==> src/rtl/print_seq_pkg.sv <==
package print_seq_pkg;
  localparam int NPULSE = 4;
  localparam int IDX_W  = 2;

  // raise a programmed length to the floor
  function automatic logic [31:0] clamp_up(input logic [31:0] v, input logic [31:0] floor_v);
    return (v < floor_v) ? floor_v : v;
  endfunction

  // inclusive width window for strobe qualification
  function automatic logic in_window(input logic [31:0] w, input logic [31:0] lo, input logic [31:0] hi);
    return (w >= lo) && (w <= hi);
  endfunction
endpackage

==> src/rtl/pseq_strobe_qual.sv <==
module pseq_strobe_qual #(
  parameter int STROBE_MIN = 7,
  parameter int STROBE_MAX = 100
) (
  input  logic clk,
  input  logic rst_n,
  input  logic print_i,
  input  logic busy_low_i,
  input  logic inhibit_i,
  output logic accept_o
);
  import print_seq_pkg::*;
  localparam int CW = $clog2(STROBE_MAX + 2);
  localparam logic [CW-1:0] SAT = CW'(STROBE_MAX + 1);

  logic          prev_q, taint_q;
  logic [CW-1:0] wcnt_q;

  always_ff @(posedge clk or negedge rst_n) begin
    if (!rst_n) begin
      prev_q  <= 1'b0;
      taint_q <= 1'b0;
      wcnt_q  <= '0;
    end else begin
      prev_q <= print_i;
      if (print_i) begin
        taint_q <= (prev_q & taint_q) | busy_low_i;
        if (!prev_q)           wcnt_q <= CW'(1);
        else if (wcnt_q != SAT) wcnt_q <= wcnt_q + 1'b1;
      end
    end
  end

  assign accept_o = prev_q && !print_i && !taint_q && !busy_low_i && !inhibit_i &&
                    in_window(32'(wcnt_q), 32'(STROBE_MIN), 32'(STROBE_MAX));
endmodule

==> src/rtl/pseq_lead_timer.sv <==
module pseq_lead_timer #(
  parameter int FIRE_DELAY = 1380,
  parameter int DATA_DELAY = 30
) (
  input  logic clk,
  input  logic rst_n,
  input  logic start_i,
  input  logic abort_i,
  output logic win_open_o,
  output logic fire_go_o
);
  localparam int LW = $clog2(FIRE_DELAY + 1);
  localparam logic [LW-1:0] LAST = LW'(FIRE_DELAY - 1);

  logic          lead_on_q;
  logic [LW-1:0] lead_cnt_q;

  always_ff @(posedge clk or negedge rst_n) begin
    if (!rst_n) begin
      lead_on_q  <= 1'b0;
      lead_cnt_q <= '0;
    end else if (abort_i) begin
      lead_on_q <= 1'b0;
    end else if (start_i) begin
      lead_on_q  <= 1'b1;
      lead_cnt_q <= '0;
    end else if (lead_on_q) begin
      if (lead_cnt_q == LAST) lead_on_q <= 1'b0;
      else                    lead_cnt_q <= lead_cnt_q + 1'b1;
    end
  end

  assign fire_go_o  = lead_on_q && (lead_cnt_q == LAST) && !abort_i;
  assign win_open_o = !(lead_on_q && (lead_cnt_q < LW'(DATA_DELAY)));
endmodule

==> src/rtl/pseq_fire_engine.sv <==
module pseq_fire_engine #(
  parameter int DUR_W     = 16,
  parameter int EARLY_REL = 350
) (
  input  logic clk,
  input  logic rst_n,
  input  logic go_i,
  input  logic abort_i,
  input  logic [print_seq_pkg::NPULSE-1:0][DUR_W-1:0] dur_i,
  output logic fire_o,
  output logic [print_seq_pkg::IDX_W-1:0] idx_o,
  output logic start_o,
  output logic end_o,
  output logic release_o
);
  import print_seq_pkg::*;
  localparam logic [IDX_W-1:0] LAST_IDX = IDX_W'(NPULSE - 1);
  localparam logic [DUR_W-1:0] REL_AT   = DUR_W'(EARLY_REL + 1);

  logic             fire_q, start_q;
  logic [IDX_W-1:0] idx_q, nidx;
  logic [DUR_W-1:0] rem_q;

  assign nidx = idx_q + 1'b1;

  always_ff @(posedge clk or negedge rst_n) begin
    if (!rst_n) begin
      fire_q  <= 1'b0;
      start_q <= 1'b0;
      idx_q   <= '0;
      rem_q   <= '0;
    end else if (abort_i) begin
      fire_q  <= 1'b0;
      start_q <= 1'b0;
    end else if (go_i) begin
      fire_q  <= 1'b1;
      start_q <= 1'b1;
      idx_q   <= '0;
      rem_q   <= dur_i[0];
    end else if (fire_q) begin
      if (rem_q == DUR_W'(1)) begin
        if (idx_q == LAST_IDX) begin
          fire_q  <= 1'b0;
          start_q <= 1'b0;
        end else begin
          idx_q   <= nidx;
          rem_q   <= dur_i[nidx];
          start_q <= 1'b1;
        end
      end else begin
        rem_q   <= rem_q - 1'b1;
        start_q <= 1'b0;
      end
    end else begin
      start_q <= 1'b0;
    end
  end

  assign fire_o    = fire_q;
  assign idx_o     = idx_q;
  assign start_o   = start_q;
  assign end_o     = fire_q && (rem_q == DUR_W'(1));
  assign release_o = fire_q && (idx_q == LAST_IDX) && (rem_q == REL_AT);
endmodule

==> src/rtl/print_seq_ctrl.sv <==
module print_seq_ctrl #(
  parameter int STROBE_MIN = 7,
  parameter int STROBE_MAX = 100,
  parameter int FIRE_DELAY = 1380,
  parameter int DATA_DELAY = 30,
  parameter int EARLY_REL  = 350,
  parameter int PULSE_MIN  = 1000,
  parameter int DUR_W      = 16
) (
  input  logic                                  clk,
  input  logic                                  rst_n,
  input  logic                                  print_i,
  input  logic                                  fault_i,
  input  logic [print_seq_pkg::NPULSE*DUR_W-1:0] dur_i,
  output logic                                  busy_n_o,
  output logic                                  data_win_o,
  output logic                                  fire_o,
  output logic [print_seq_pkg::IDX_W-1:0]       pulse_idx_o,
  output logic                                  pulse_start_o,
  output logic                                  pulse_end_o
);
  import print_seq_pkg::*;

  logic busy_q, fault_q;
  logic accept_w, fire_go_w, release_w, busy_low_w;
  logic [NPULSE-1:0][DUR_W-1:0] bank_q;

  assign busy_low_w = busy_q | fault_q;

  pseq_strobe_qual #(.STROBE_MIN(STROBE_MIN), .STROBE_MAX(STROBE_MAX)) u_qual (
    .clk(clk), .rst_n(rst_n), .print_i(print_i),
    .busy_low_i(busy_low_w), .inhibit_i(fault_q | fault_i), .accept_o(accept_w)
  );

  pseq_lead_timer #(.FIRE_DELAY(FIRE_DELAY), .DATA_DELAY(DATA_DELAY)) u_lead (
    .clk(clk), .rst_n(rst_n), .start_i(accept_w), .abort_i(fault_i),
    .win_open_o(data_win_o), .fire_go_o(fire_go_w)
  );

  pseq_fire_engine #(.DUR_W(DUR_W), .EARLY_REL(EARLY_REL)) u_fire (
    .clk(clk), .rst_n(rst_n), .go_i(fire_go_w), .abort_i(fault_i), .dur_i(bank_q),
    .fire_o(fire_o), .idx_o(pulse_idx_o), .start_o(pulse_start_o),
    .end_o(pulse_end_o), .release_o(release_w)
  );

  for (genvar k = 0; k < NPULSE; k++) begin : g_bank
    always_ff @(posedge clk or negedge rst_n) begin
      if (!rst_n)        bank_q[k] <= DUR_W'(PULSE_MIN);
      else if (accept_w) bank_q[k] <= DUR_W'(clamp_up(32'(dur_i[k*DUR_W +: DUR_W]), 32'(PULSE_MIN)));
    end
  end

  always_ff @(posedge clk or negedge rst_n) begin
    if (!rst_n) begin
      busy_q  <= 1'b0;
      fault_q <= 1'b0;
    end else begin
      if (fault_i)        fault_q <= 1'b1;
      if (accept_w)       busy_q  <= 1'b1;
      else if (release_w) busy_q  <= 1'b0;
    end
  end

  assign busy_n_o = !busy_low_w;
endmodule

==> config.mk <==
export PLATFORM = sky130hd
export DESIGN_NAME = print_seq_ctrl
export DESIGN_NICKNAME = d
export VERILOG_FILES = /design/src/rtl/print_seq_pkg.sv /design/src/rtl/pseq_strobe_qual.sv /design/src/rtl/pseq_lead_timer.sv /design/src/rtl/pseq_fire_engine.sv /design/src/rtl/print_seq_ctrl.sv
export SDC_FILE = /design/constraint.sdc
export NUM_CORES = 1
export LEC_CHECK = 0
export BUFFER_PORTS_ARGS = -buffer_cell sky130_fd_sc_hd__buf_2
export CAP_MARGIN = 15
export CELL_PAD_IN_SITES_DETAIL_PLACEMENT = 1
export CELL_PAD_IN_SITES_GLOBAL_PLACEMENT = 1
export CORE_MARGIN = 5
export CORE_UTILIZATION = 32
export CTS_BUF_LIST = sky130_fd_sc_hd__clkbuf_16
export CTS_CLUSTER_DIAMETER = 100
export DETAILED_ROUTE_END_ITERATION = 8
export PLACE_DENSITY = 0.57
export RECOVER_POWER = 100
export SKIP_CTS_REPAIR_TIMING = 1
export SYNTH_ARGS = -nofsm -noshare
export SYNTH_HDL_FRONTEND = slang
export SYNTH_SLANG_ARGS = --single-unit
export TNS_END_PERCENT = 20
==> constraint.sdc <==
create_clock -name clk -period 5.7 [get_ports clk]
set_input_delay 1.14 -clock clk [delete_from_list [all_inputs] [get_ports clk]]
set_output_delay 1.14 -clock clk [all_outputs]
set_load 0.01 [all_outputs]
# After elaboration in Yosys (flattened, before gate mapping)
# Cells that the tools add are included.
dict set report word_totals {
  register_bits 107
  inputBits 68
  output_inout_bits 7
  word_cells 101
}
dict set report op_classes {
  add_sub_neg 4
  magnitude_cmp 8
  eq_ne 9
  n_mux 34
  bitwise_logic 5
  n_reduce_logical 26
}
# op count
set ops {}
lappend ops {{$mux W16} 9}
lappend ops {{$lt A16 B10 Y1 const B} 4}
lappend ops {{$mux W11} 3}
lappend ops {{$bmux W16 S2} 1}
lappend ops {{$eq A16 B1 Y1 const B} 1}
lappend ops {{$eq A16 B9 Y1 const B} 1}
lappend ops {{$sub A16 B1 Y16 const B} 1}
lappend ops {{$mux W1} 15}
lappend ops {{$mux W7} 2}
lappend ops {{$logic_and A1 B1 Y1} 12}
lappend ops {{$add A11 B1 Y11 const B} 1}
lappend ops {{$eq A11 B11 Y1 const B} 1}
lappend ops {{$lt A11 B5 Y1 const B} 1}
lappend ops {{$mux W2} 4}
lappend ops {{$reduce_bool A2 Y1} 4}
lappend ops {{$add A7 B1 Y7 const B} 1}
lappend ops {{$ge A7 B3 Y1 const B} 1}
lappend ops {{$le A7 B7 Y1 const B} 1}
lappend ops {{$ne A7 B7 Y1 const B} 1}
lappend ops {{$logic_not A1 Y1} 6}
lappend ops {{$ne A2 B2 Y1 const B} 3}
lappend ops {{$reduce_and A3 Y1} 2}
lappend ops {{$reduce_and A4 Y1} 1}
lappend ops {{$lt A2 B3 Y1 const B} 1}
lappend ops {{other kinds (7)} 9}

# Logic depth before layout (Yosys ltp)
# Gate-level depths: netlist of run 1.
dict set report depth {
  word_depth 8
  ltp_mapped 10
  ltp_nobuf 8
}

# By module
# Synthesis of run 1 repeated with hierarchy kept, for this count alone.
dict set report hier_totals {
  cells_unflattened 585
  area_unflattened_um2 6150.9
}
# mod n_inst cells_each area_per_inst_um2 seq_area_each_um2
set modules_own_cells {}
lappend modules_own_cells {print_seq_ctrl 1 230 2860.2 1681.6}
lappend modules_own_cells {pseq_fire_engine 1 208 1935.6 500.5}
lappend modules_own_cells {pseq_lead_timer 1 88 799.5 300.3}
lappend modules_own_cells {pseq_strobe_qual 1 59 555.5 225.2}

# Least setup slack after synthesis of run 1
# No wires, ideal clock.
dict set report synth_timing {
  kind {register to output}
  from {register u_fire.rem_q[4]}
  to {output port pulse_end_o}
  t_arrival_ns 1.473
  path_slack_ns 3.087
  stages_incl_launch_ff 7
  cell_sequence {dfrtp_1 > nor4_2 > buf_4 > and4_1 > buf_6 > buf_8 > and2_1}
}
dict set report synth_via {
  elab_chain_cells 2
}
# item line_no
set synth_lines {}
lappend synth_lines {{from (decl)} pseq_fire_engine.sv:22} ;# logic [DUR_W-1:0] rem_q;
lappend synth_lines {{from (signal assigned)} pseq_fire_engine.sv:39} ;# rem_q <= dur_i[0];
lappend synth_lines {{from (signal assigned)} pseq_fire_engine.sv:47} ;# rem_q <= dur_i[nidx];
lappend synth_lines {{from (signal assigned)} pseq_fire_engine.sv:51} ;# rem_q <= rem_q - 1'b1;
lappend synth_lines {{$eq A16 B1 Y1} pseq_fire_engine.sv:62} ;# assign end_o = fire_q && (rem_q == DUR_W'(1));
lappend synth_lines {{$logic_and A1 B1 Y1} pseq_fire_engine.sv:62}
lappend synth_lines {{to (decl)} print_seq_ctrl.sv:20} ;# output logic pulse_end_o
# Every way passes these cells.

# Final worst setup path of run 1
# Ends and elaborated chain as after synthesis.

==> flow_summary.yaml, run 1 <==
layout:
  instances_no_fill: 869
  multi_input_area_um2: 2733
  seq_area_um2: 2708
  utilization: 0.3660
  area_growth_pct: 13.78
  diodes: 0
  fin_nets: 711
  drive_gt1_frac: 0.2500
  fillers: 2043
setup_path:
  cp_slowest_stage_delay_ns: 1.17
  path_cells: "nor4_1 > and4_1 > and2_1 > buf_2"
  crit_path_start_kind: "flip-flop"
  r2r-start: "u_fire.idx_o[0]"
  crit_fanout: 17
  worstPathArrival_ns: 3.11
  cpMaxStageDelayCell: "nor4_1"
  cp.required_ns: 4.56
  setup.worst_path.end_class: "output port"
  critical_path_class: "flip-flop to output port"
  r2r_cells: 8
  critical_path.startpoint: "u_fire.rem_q[4]"
sta:
  worstMarginPinSlew_ns: 1.820
  finalSetupTns_ns: 0
  max_freq_ghz: 0.2354
  final.setup.worst_slack_ns: 1.452
  slew_violations: 94
  slew_headroom: -0.2134
  layout_min_cycle_time_ns: 4.248
  rsz0062_at_grt: "no"
  clock_skew_ns: 0.01260
  hold_viol_final: 0
  fin_crit_sh: 0.7452
  setup_viol: 0
worst_hold_path:
  hp-class: "flip-flop to flip-flop"
  whs_path_depth: 2
  hold_path_startpoint: "bank_q[21]"
routing:
  drc: 0
  wl_um: 16750
  dr.pass1.iters: 4
  drtAntennaViolNets: 0
  drt-initial-drc-count: 226
  viasPerCell: 5.226
  wl_per_cell_um: 19.28
  num_vias: 4541
power:
  ir_drop_v: 0.0001285
  total_power_mw: 1.592
  p_leak_nw: 2.810
  powerDensity_nw_per_um2: 243.8
place:
  pre_cts_ws_ns: 2.222
  gp_congestion: 0.7559
  dp.final_hpwl_um: 12300
  dp.cells: 853
  port_buffers: 74
floorplanning:
  core-area_um2: 17840
  die_y_um: 143.9
  start_util: 0.3217
  die_w_um: 143.9
  row_count: 49
  ios: 75
  die_area_um2: 20710
run_status:
  violations: "max-capacitance violations, max-slew violations"
  outcome: "finished, violations left"
synthesis:
  syn-num-nets: 652
  yosysMostFrequentCell: "nor2_1"
  synth_ff_type: "dfrtp_1"
  yosysSeqAreaShare: 0.4718
  synth_seq_cells: 107
  synth.area.top_cells: "dfrtp_1, dfstp_2, mux4_2"
  synth_top_area_frac: 0.3619
  synth-edff-count: 0
  synth_top_area_cell: "dfrtp_1"
  syn_inst: 576
  yosys_warnings: 0
  synthTopCellsByCount: "nor2_1, dfrtp_1, a21oi_1"
  async_flop_share: 1.000
  netlist_area_um2: 5739
  syn_area_per_cell_um2: 9.964
  yosysUniqueCellTypes: 59
clock_network:
  h-tree-depth: 3
  cts_root_buf: "clkbuf_16"
  cts_tree: "done"
  path_clk_slew_ns: 0.07
  cts_sinks: 107
  clockBufferDepth: 2
  worstSkewPairLatency_ns: 0.35
  cts_made_buffers: 9
global_route:
  grt_pass1_vias: 4859
  grt_pass1_wl_um: 27270
  track_usage: 0.1689
  overflow: 0
  antenna_found_initial: 0
  grt_max_degree: 81
job:
  drv_cap: 3
-- cells in the final DEF, fill, tap and decap left out, types with 9 or more instances in the layout --
cell,n
buf_2,66
inv_1,28
clkbuf_16,9
nor2_1,93
nand4_1,17
dfstp_2,24
mux4_2,16
clkbuf_1,10
a21oi_1,44
dfrtp_1,83
mux2_2,24
xor2_1,13
o21ai_0,39
nand3_1,28
nand2_1,34
-- worst paths after layout --
path,end,slack (ns)
max,pulse_end_o,1.45
min,bank_q[21],0.50
max reg2reg,u_fire.rem_q[9],1.77
min reg2reg,bank_q[21],0.50
max in group asynchronous,u_fire.rem_q[6],2.49
min in group asynchronous,u_qual.wcnt_q[5],0.94
-- metrics by stage --
| step | hold WS [ns] | cell area, um2 |
|---|---|---|
| 2_1_floorplan | 0.4555 | 5739 |
| 3_3_place_gp | 0.4857 | 6250 |
| 3_5_place_dp | 0.4906 | 6250 |
| 4_1_cts | 0.5096 | 6573 |
| 5_1_grt | 0.5255 | 6530 |
| 6_report | 0.5036 | 6530 |
-- metal layers --
metal | vias to the layer above | part of all wire | track usage
met2 | 64 | 0.48 | 0.2741
met4 | 0 | 0.011 | 0.03964
met1 | 2288 | 0.47 | 0.2377
li1 | 2175 | - | -
met5 | - | 0 | 0
met3 | 14 | 0.031 | 0.02729
-- report_power, final --
group	internal (mW)	switching [mW]	total, mW
registers	0.778	0.0200	0.798
logic	0.0422	0.0565	0.0988
clock network	0.388	0.306	0.695
-- cell type report --
cell class,instances,share of cell area
clock buffer,9,0.03449
clock inverter,7,0.01495
inverter,28,0.01610
multi-input combinational,412,0.4185
sequential,107,0.4146
tap,229,0.04388
timing repair buffer,77,0.05748
-- critical path: cells and delay by family (launching register included) --
kind	cells	cell delay, ns
buf+inv	1	0.13
simple gates	3	2.19
flops	1	0.44
-- flip-flops by register name (all words and copies together) (netlist names) --
name               cells
u_fire.fire_o          1
bank_q                64
u_lead.lead_cnt_q     11
u_fire.idx_o           2
fault_q                1
u_fire.start_o         1
u_lead.lead_on_q       1
u_fire.rem_q          16
u_qual.wcnt_q          7
u_qual.prev_q          1
busy_q                 1
u_qual.taint_q         1
-- logic make-up (layout without fill, tap and decap cells) --
group / Yosys count / after routing / share of synthesized area
and+or+nand+nor: 230 / 230 / 0.2065
AOI/OAI and AO/OA: 117 / 117 / 0.1195
DFF: 107 / 107 / 0.4718
buffers and inverters: 57 / 121 / 0.04861
muxes: 42 / 42 / 0.1134
xor gates and xnor gates: 15 / 15 / 0.02289
adders and majority gates: 8 / 8 / 0.01744
No activity file was read; power rests on OpenSTA's default activity.
==> inputs of run 2 (changes only) <==
- clock period: 5.7 -> 4.4 ns (I/O delays scaled with it)
==> run 2 against run 1 <==
Routed wire length fell by 1.2%; clock-buffer cell count did not move; the flow still finishes with violations (max-capacitance violations, max-slew violations); sequential power rose by 29%; via count rose by 0.62%; critical path type is now flip-flop to flip-flop; largest cell class unchanged; first-iteration DRC count fell by 33%; worst hold slack improved by 0.0014 ns; clock skew rose by 0.0060 ns.
==> flow_summary.yaml, run 2 (same netlist as run 1, synthesis figures left out) <==
routing:
  m1WireLength_um: 7698
  viasPerCell: 5.228
  drc: 0
  num_vias: 4569
  dr.pass1.iters: 4
  wl_um: 16550
  highest-signal-layer: "met4"
  wl_met3_um: 440
  drt-initial-drc-count: 152
  wl_per_cell_um: 18.93
  drtAntennaViolNets: 0
  dr_wl_met2_um: 8240
run_status:
  violations: "max-capacitance violations, max-slew violations"
  outcome: "finished, violations left"
place:
  dp.final_hpwl_um: 12440
  port_buffers: 74
  pre_cts_ws_ns: 1.561
  dp.cells: 858
  gp_congestion: 0.7696
clock_network:
  worstSkewPairLatency_ns: 0.37
  cts_root_buf: "clkbuf_16"
  h-tree-depth: 3
  cts_made_buffers: 9
  cts_sinks: 107
  path_clk_slew_ns: 0.08
  cts_tree: "done"
  clockBufferDepth: 2
worst_hold_path:
  hp-class: "flip-flop to flip-flop"
global_route:
  antenna_found_initial: 0
  grt_pass1_wl_um: 27070
  track_usage: 0.1688
  grt_pass1_vias: 4825
  grt_max_degree: 57
  overflow: 0
setup_path:
  critical_path_class: "flip-flop to flip-flop"
  setup.worst_path.end_class: "flip-flop"
  worstPathArrival_ns: 3.40
  crit_fanout: 56
  crit_path_start_kind: "flip-flop"
  cp.required_ns: 4.68
layout:
  fin_nets: 716
  diodes: 0
  drive_gt1_frac: 0.2574
  largestRegisters: "bank_q: 64 flops, u_fire.rem_q: 16 flops, u_lead.lead_cnt_q: 11 flops"
  layout_common_cells: "nor2_1, dfrtp_1, buf_2"
  area_growth_pct: 14.21
  final_common_cell: "nor2_1"
  largest_register_ffs: 64
  instances_no_fill: 874
  regMostFlops: "bank_q"
  utilization: 0.3674
floorplanning:
  row_count: 49
  core-area_um2: 17840
  die_w_um: 143.9
  die_area_um2: 20710
  die_y_um: 143.9
  ios: 75
  start_util: 0.3217
sta:
  setup_viol: 0
  worstMarginPinSlew_ns: 1.840
  finalSetupTns_ns: 0
  slew_headroom: -0.2268
  hold_viol_final: 0
  layout_min_cycle_time_ns: 3.122
  rsz0062_at_grt: "no"
  slew_violations: 34
  final.setup.worst_slack_ns: 1.278
  max_freq_ghz: 0.3203
  fin_crit_sh: 0.7096
  clock_skew_ns: 0.01865
power:
  total_power_mw: 2.011
  powerDensity_nw_per_um2: 306.7
  ir_drop_v: 0.0001660
  p_leak_nw: 2.818
job:
  drv_cap: 1
## run 2: metal layers
layer	track usage	up-vias
met1	0.2223	2320
met3	0.03028	11
met2	0.2881	61
met5	0	-
met4	0.04212	0
li1	-	2177
## run 2: worst paths after layout
| kind | endpoint | startpoint | slack [ns] | cells past startpoint |
|---|---|---|---|---|
| worst min-delay path | fault_q | fault_q | 0.50 | 1 |
| worst min register to register | fault_q | fault_q | 0.50 | 1 |
| worst max-delay path | bank_q[22] | u_qual.wcnt_q[0] | 1.28 | 8 |
| min in group asynchronous | u_lead.lead_on_q | rst_n | 1.01 | 1 |
| max in group asynchronous | bank_q[14] | rst_n | 1.47 | 2 |
| worst max register to register | bank_q[22] | u_qual.wcnt_q[0] | 1.28 | 8 |
## run 2: layout make-up
| cell class | count | area (um2) |
|---|---|---|
| clock buffers | 9 | 225.2 |
| clock inverters | 7 | 87.58 |
| fillers | 2046 | 11290 |
| inverters | 28 | 105.1 |
| multi-input cells | 412 | 2736 |
| flip-flops and latches | 107 | 2708 |
| well taps | 229 | 286.5 |
| repair buffers | 82 | 406.6 |
## run 2: stage by stage
| step | hold WS, ns | area, um2 |
|---|---|---|
| after floorplan | 0.4555 | 5739 |
| after global placement | 0.4719 | 6287 |
| after detailed placement | 0.4885 | 6287 |
| after CTS | 0.4679 | 6600 |
| after global routing | 0.5283 | 6555 |
| final | 0.5050 | 6555 |
## run 2: report_power, final
| group | switching (mW) | internal (mW) | total (mW) |
|---|---|---|---|
| Clock | 0.438 | 0.412 | 0.850 |
| Sequential | 0.0258 | 1.01 | 1.03 |
| Combinational | 0.0725 | 0.0545 | 0.127 |
## run 2: worst max-delay path, cell delays in order (launching register included)
cell and delay (ns):
dfrtp_1 0.43, inv_1 0.09, ha_1 0.16, nor2b_1 0.05
o311ai_0 0.37, and4_4 0.74, clkbuf_1 0.93, nor2_1 0.08
a21oi_1 0.17
==> inputs of run 3 (changes only) <==
- clock period: 4.4 -> 2.9 ns (I/O delays scaled with it)
==> run 3 against run 2 <==
The flow now finishes without violations; cell area rose by 1.2%; worst hold slack worse by 0.081 ns; die area unchanged; global-route usage shrank 0.070 points; sequential share of layout area down 0.51 points; sequential power rose by 52%; critical path depth decreased by 2; clock-buffer cell count stayed put; via count is 1.5% higher; utilization increased by 0.46 points; critical path type is now flip-flop to output port.
==> flow_summary.yaml, run 3 (same netlist as run 1, synthesis figures left out) <==
run_status:
  outcome: "complete, no violations"
sta:
  hold_viol_final: 0
  max_freq_ghz: 0.3799
  rsz0062_at_grt: "no"
  finalSetupTns_ns: 0
  fin_hold_ws_ns: 0.4240
  clock_skew_ns: 0.008546
  fin_crit_sh: 0.9077
  setup_viol: 0
  worstMarginPinSlew_ns: 1.138
  slew_headroom: 0.2415
  layout_min_cycle_time_ns: 2.632
  slew_violations: 0
power:
  p_sw_uw: 763.1
  powerDensity_nw_per_um2: 461.8
  switching_share: 0.2490
  clockPowerShare: 0.425
  total_power_mw: 3.065
  pwr-share-comb: 0.064
  internal_power_mw: 2.302
  p_leak_nw: 2.886
  ir_drop_v: 0.0003034
  seqPwrFrac: 0.512
layout:
  drive_gt1_frac: 0.2706
  layout_common_cells: "nor2_1, dfrtp_1, buf_2"
  largest_register_ffs: 64
  final_common_cell: "nor2_1"
  area_growth_pct: 15.63
  final_cell_area_um2: 6636
  utilization: 0.3720
  largestRegisters: "bank_q: 64 flops, u_fire.rem_q: 16 flops, u_lead.lead_cnt_q: 11 flops"
  regMostFlops: "bank_q"
  diodes: 0
  fin_nets: 725
floorplanning:
  die_w_um: 143.9
  die_y_um: 143.9
  die_area_um2: 20710
  core-area_um2: 17840
  ios: 75
  start_util: 0.3217
  row_count: 49
clock_network:
  path_clk_slew_ns: 0.08
  cts_made_buffers: 9
  clockBufferDepth: 2
  cts_root_buf: "clkbuf_16"
  cts_sinks: 107
  cts_tree: "done"
  h-tree-depth: 3
  worstSkewPairLatency_ns: 0.35
global_route:
  track_usage: 0.1681
  overflow: 0
  antenna_found_initial: 0
  grt_max_degree: 61
  grt_pass1_wl_um: 27280
  grt_pass1_vias: 4903
setup_path:
  critical_path_class: "flip-flop to output port"
  r2r_cells: 6
  crit_path_start_kind: "flip-flop"
  rrSetupSlack_ns: 0.35
  cp.required_ns: 2.32
  setup.worst_path.end_class: "output port"
  crit_fanout: 6
  worstPathArrival_ns: 2.05
  r2r-end: "u_fire.rem_q[9]"
  r2r-start: "u_fire.rem_q[8]"
routing:
  wl_per_cell_um: 19.06
  num_vias: 4638
  drtAntennaViolNets: 0
  dr.pass1.iters: 4
  drc: 0
  drt-initial-drc-count: 173
  viasPerCell: 5.253
  wl_um: 16830
place:
  port_buffers: 74
  placed_cell_area_um2: 6380
  gp_congestion: 0.7797
  dp.final_hpwl_um: 12780
job:
  drv_cap: 0
worst_hold_path:
  hp-class: "primary input to async pin"
-- run 3: cell count changes in the layout (fill, tap and decap cells not counted), sizes merged --
cell / change
clkinv: -1
bufinv: +1
clkinvlp: -1
inv: +1
buf: +10
clkbuf: -1
-- run 3: final cells by class --
type,count,area (um2)
multi-input combinational,412,2738
clock inverter,7,82.58
clock buffer,9,225.2
inverter,28,105.1
timing repair buffer,91,491.7
sequential,107,2708
fill,2027,11200
tap,229,286.5
-- run 3: worst max path at each step --
stage | from | end | slack, ns | cells after the start
after CTS | u_fire.rem_q[1] | pulse_end_o | 0.29 | 6
final | u_fire.rem_q[1] | pulse_end_o | 0.27 | 6
after global placement | dur_i[15] | bank_q[0] | 0.64 | 5
after global routing | u_fire.rem_q[8] | u_fire.rem_q[9] | 0.11 | 6
after detailed placement | print_i | bank_q[16] | 0.63 | 7
after floorplan | u_fire.rem_q[4] | pulse_end_o | 0.85 | 6
-- run 3: worst max-delay path, cell delays in order, from the launching register on --
cell and delay, ns:
dfrtp_1 0.41, inv_1 0.11, ha_1 0.17, nor3b_1 0.26
and4_1 0.41, and2_1 0.18, clkbuf_1 0.15
-- run 3: through the flow --
stage	instances	setup WS, ns
6_report	883	0.2677
5_1_grt	883	0.1052
4_1_cts	883	0.2940
3_5_place_dp	867	0.6289
3_3_place_gp	867	0.6426
2_1_floorplan	576	0.8470
-- run 3: power by group through the flow --
| stage | clock, mW | combinational [mW] | sequential, mW |
|---|---|---|---|
| after floorplan | 0 | 0.0834 | 1.58 |
| after CTS | 1.34 | 0.206 | 1.57 |
| after detailed placement | 0 | 0.205 | 1.60 |
| after global placement | 0 | 0.198 | 1.59 |
| after global routing | 1.40 | 0.224 | 1.57 |
| final | 1.30 | 0.195 | 1.57 |
-- run 3: per-layer routing --
layer / vias to the layer above / track usage / share of wire
met3: 15 / 0.02596 / 0.026
met4: 0 / 0.04311 / 0.017
li1: 2199 / - / -
met2: 67 / 0.2766 / 0.49
met1: 2357 / 0.2323 / 0.46
met5: - / 0 / 0
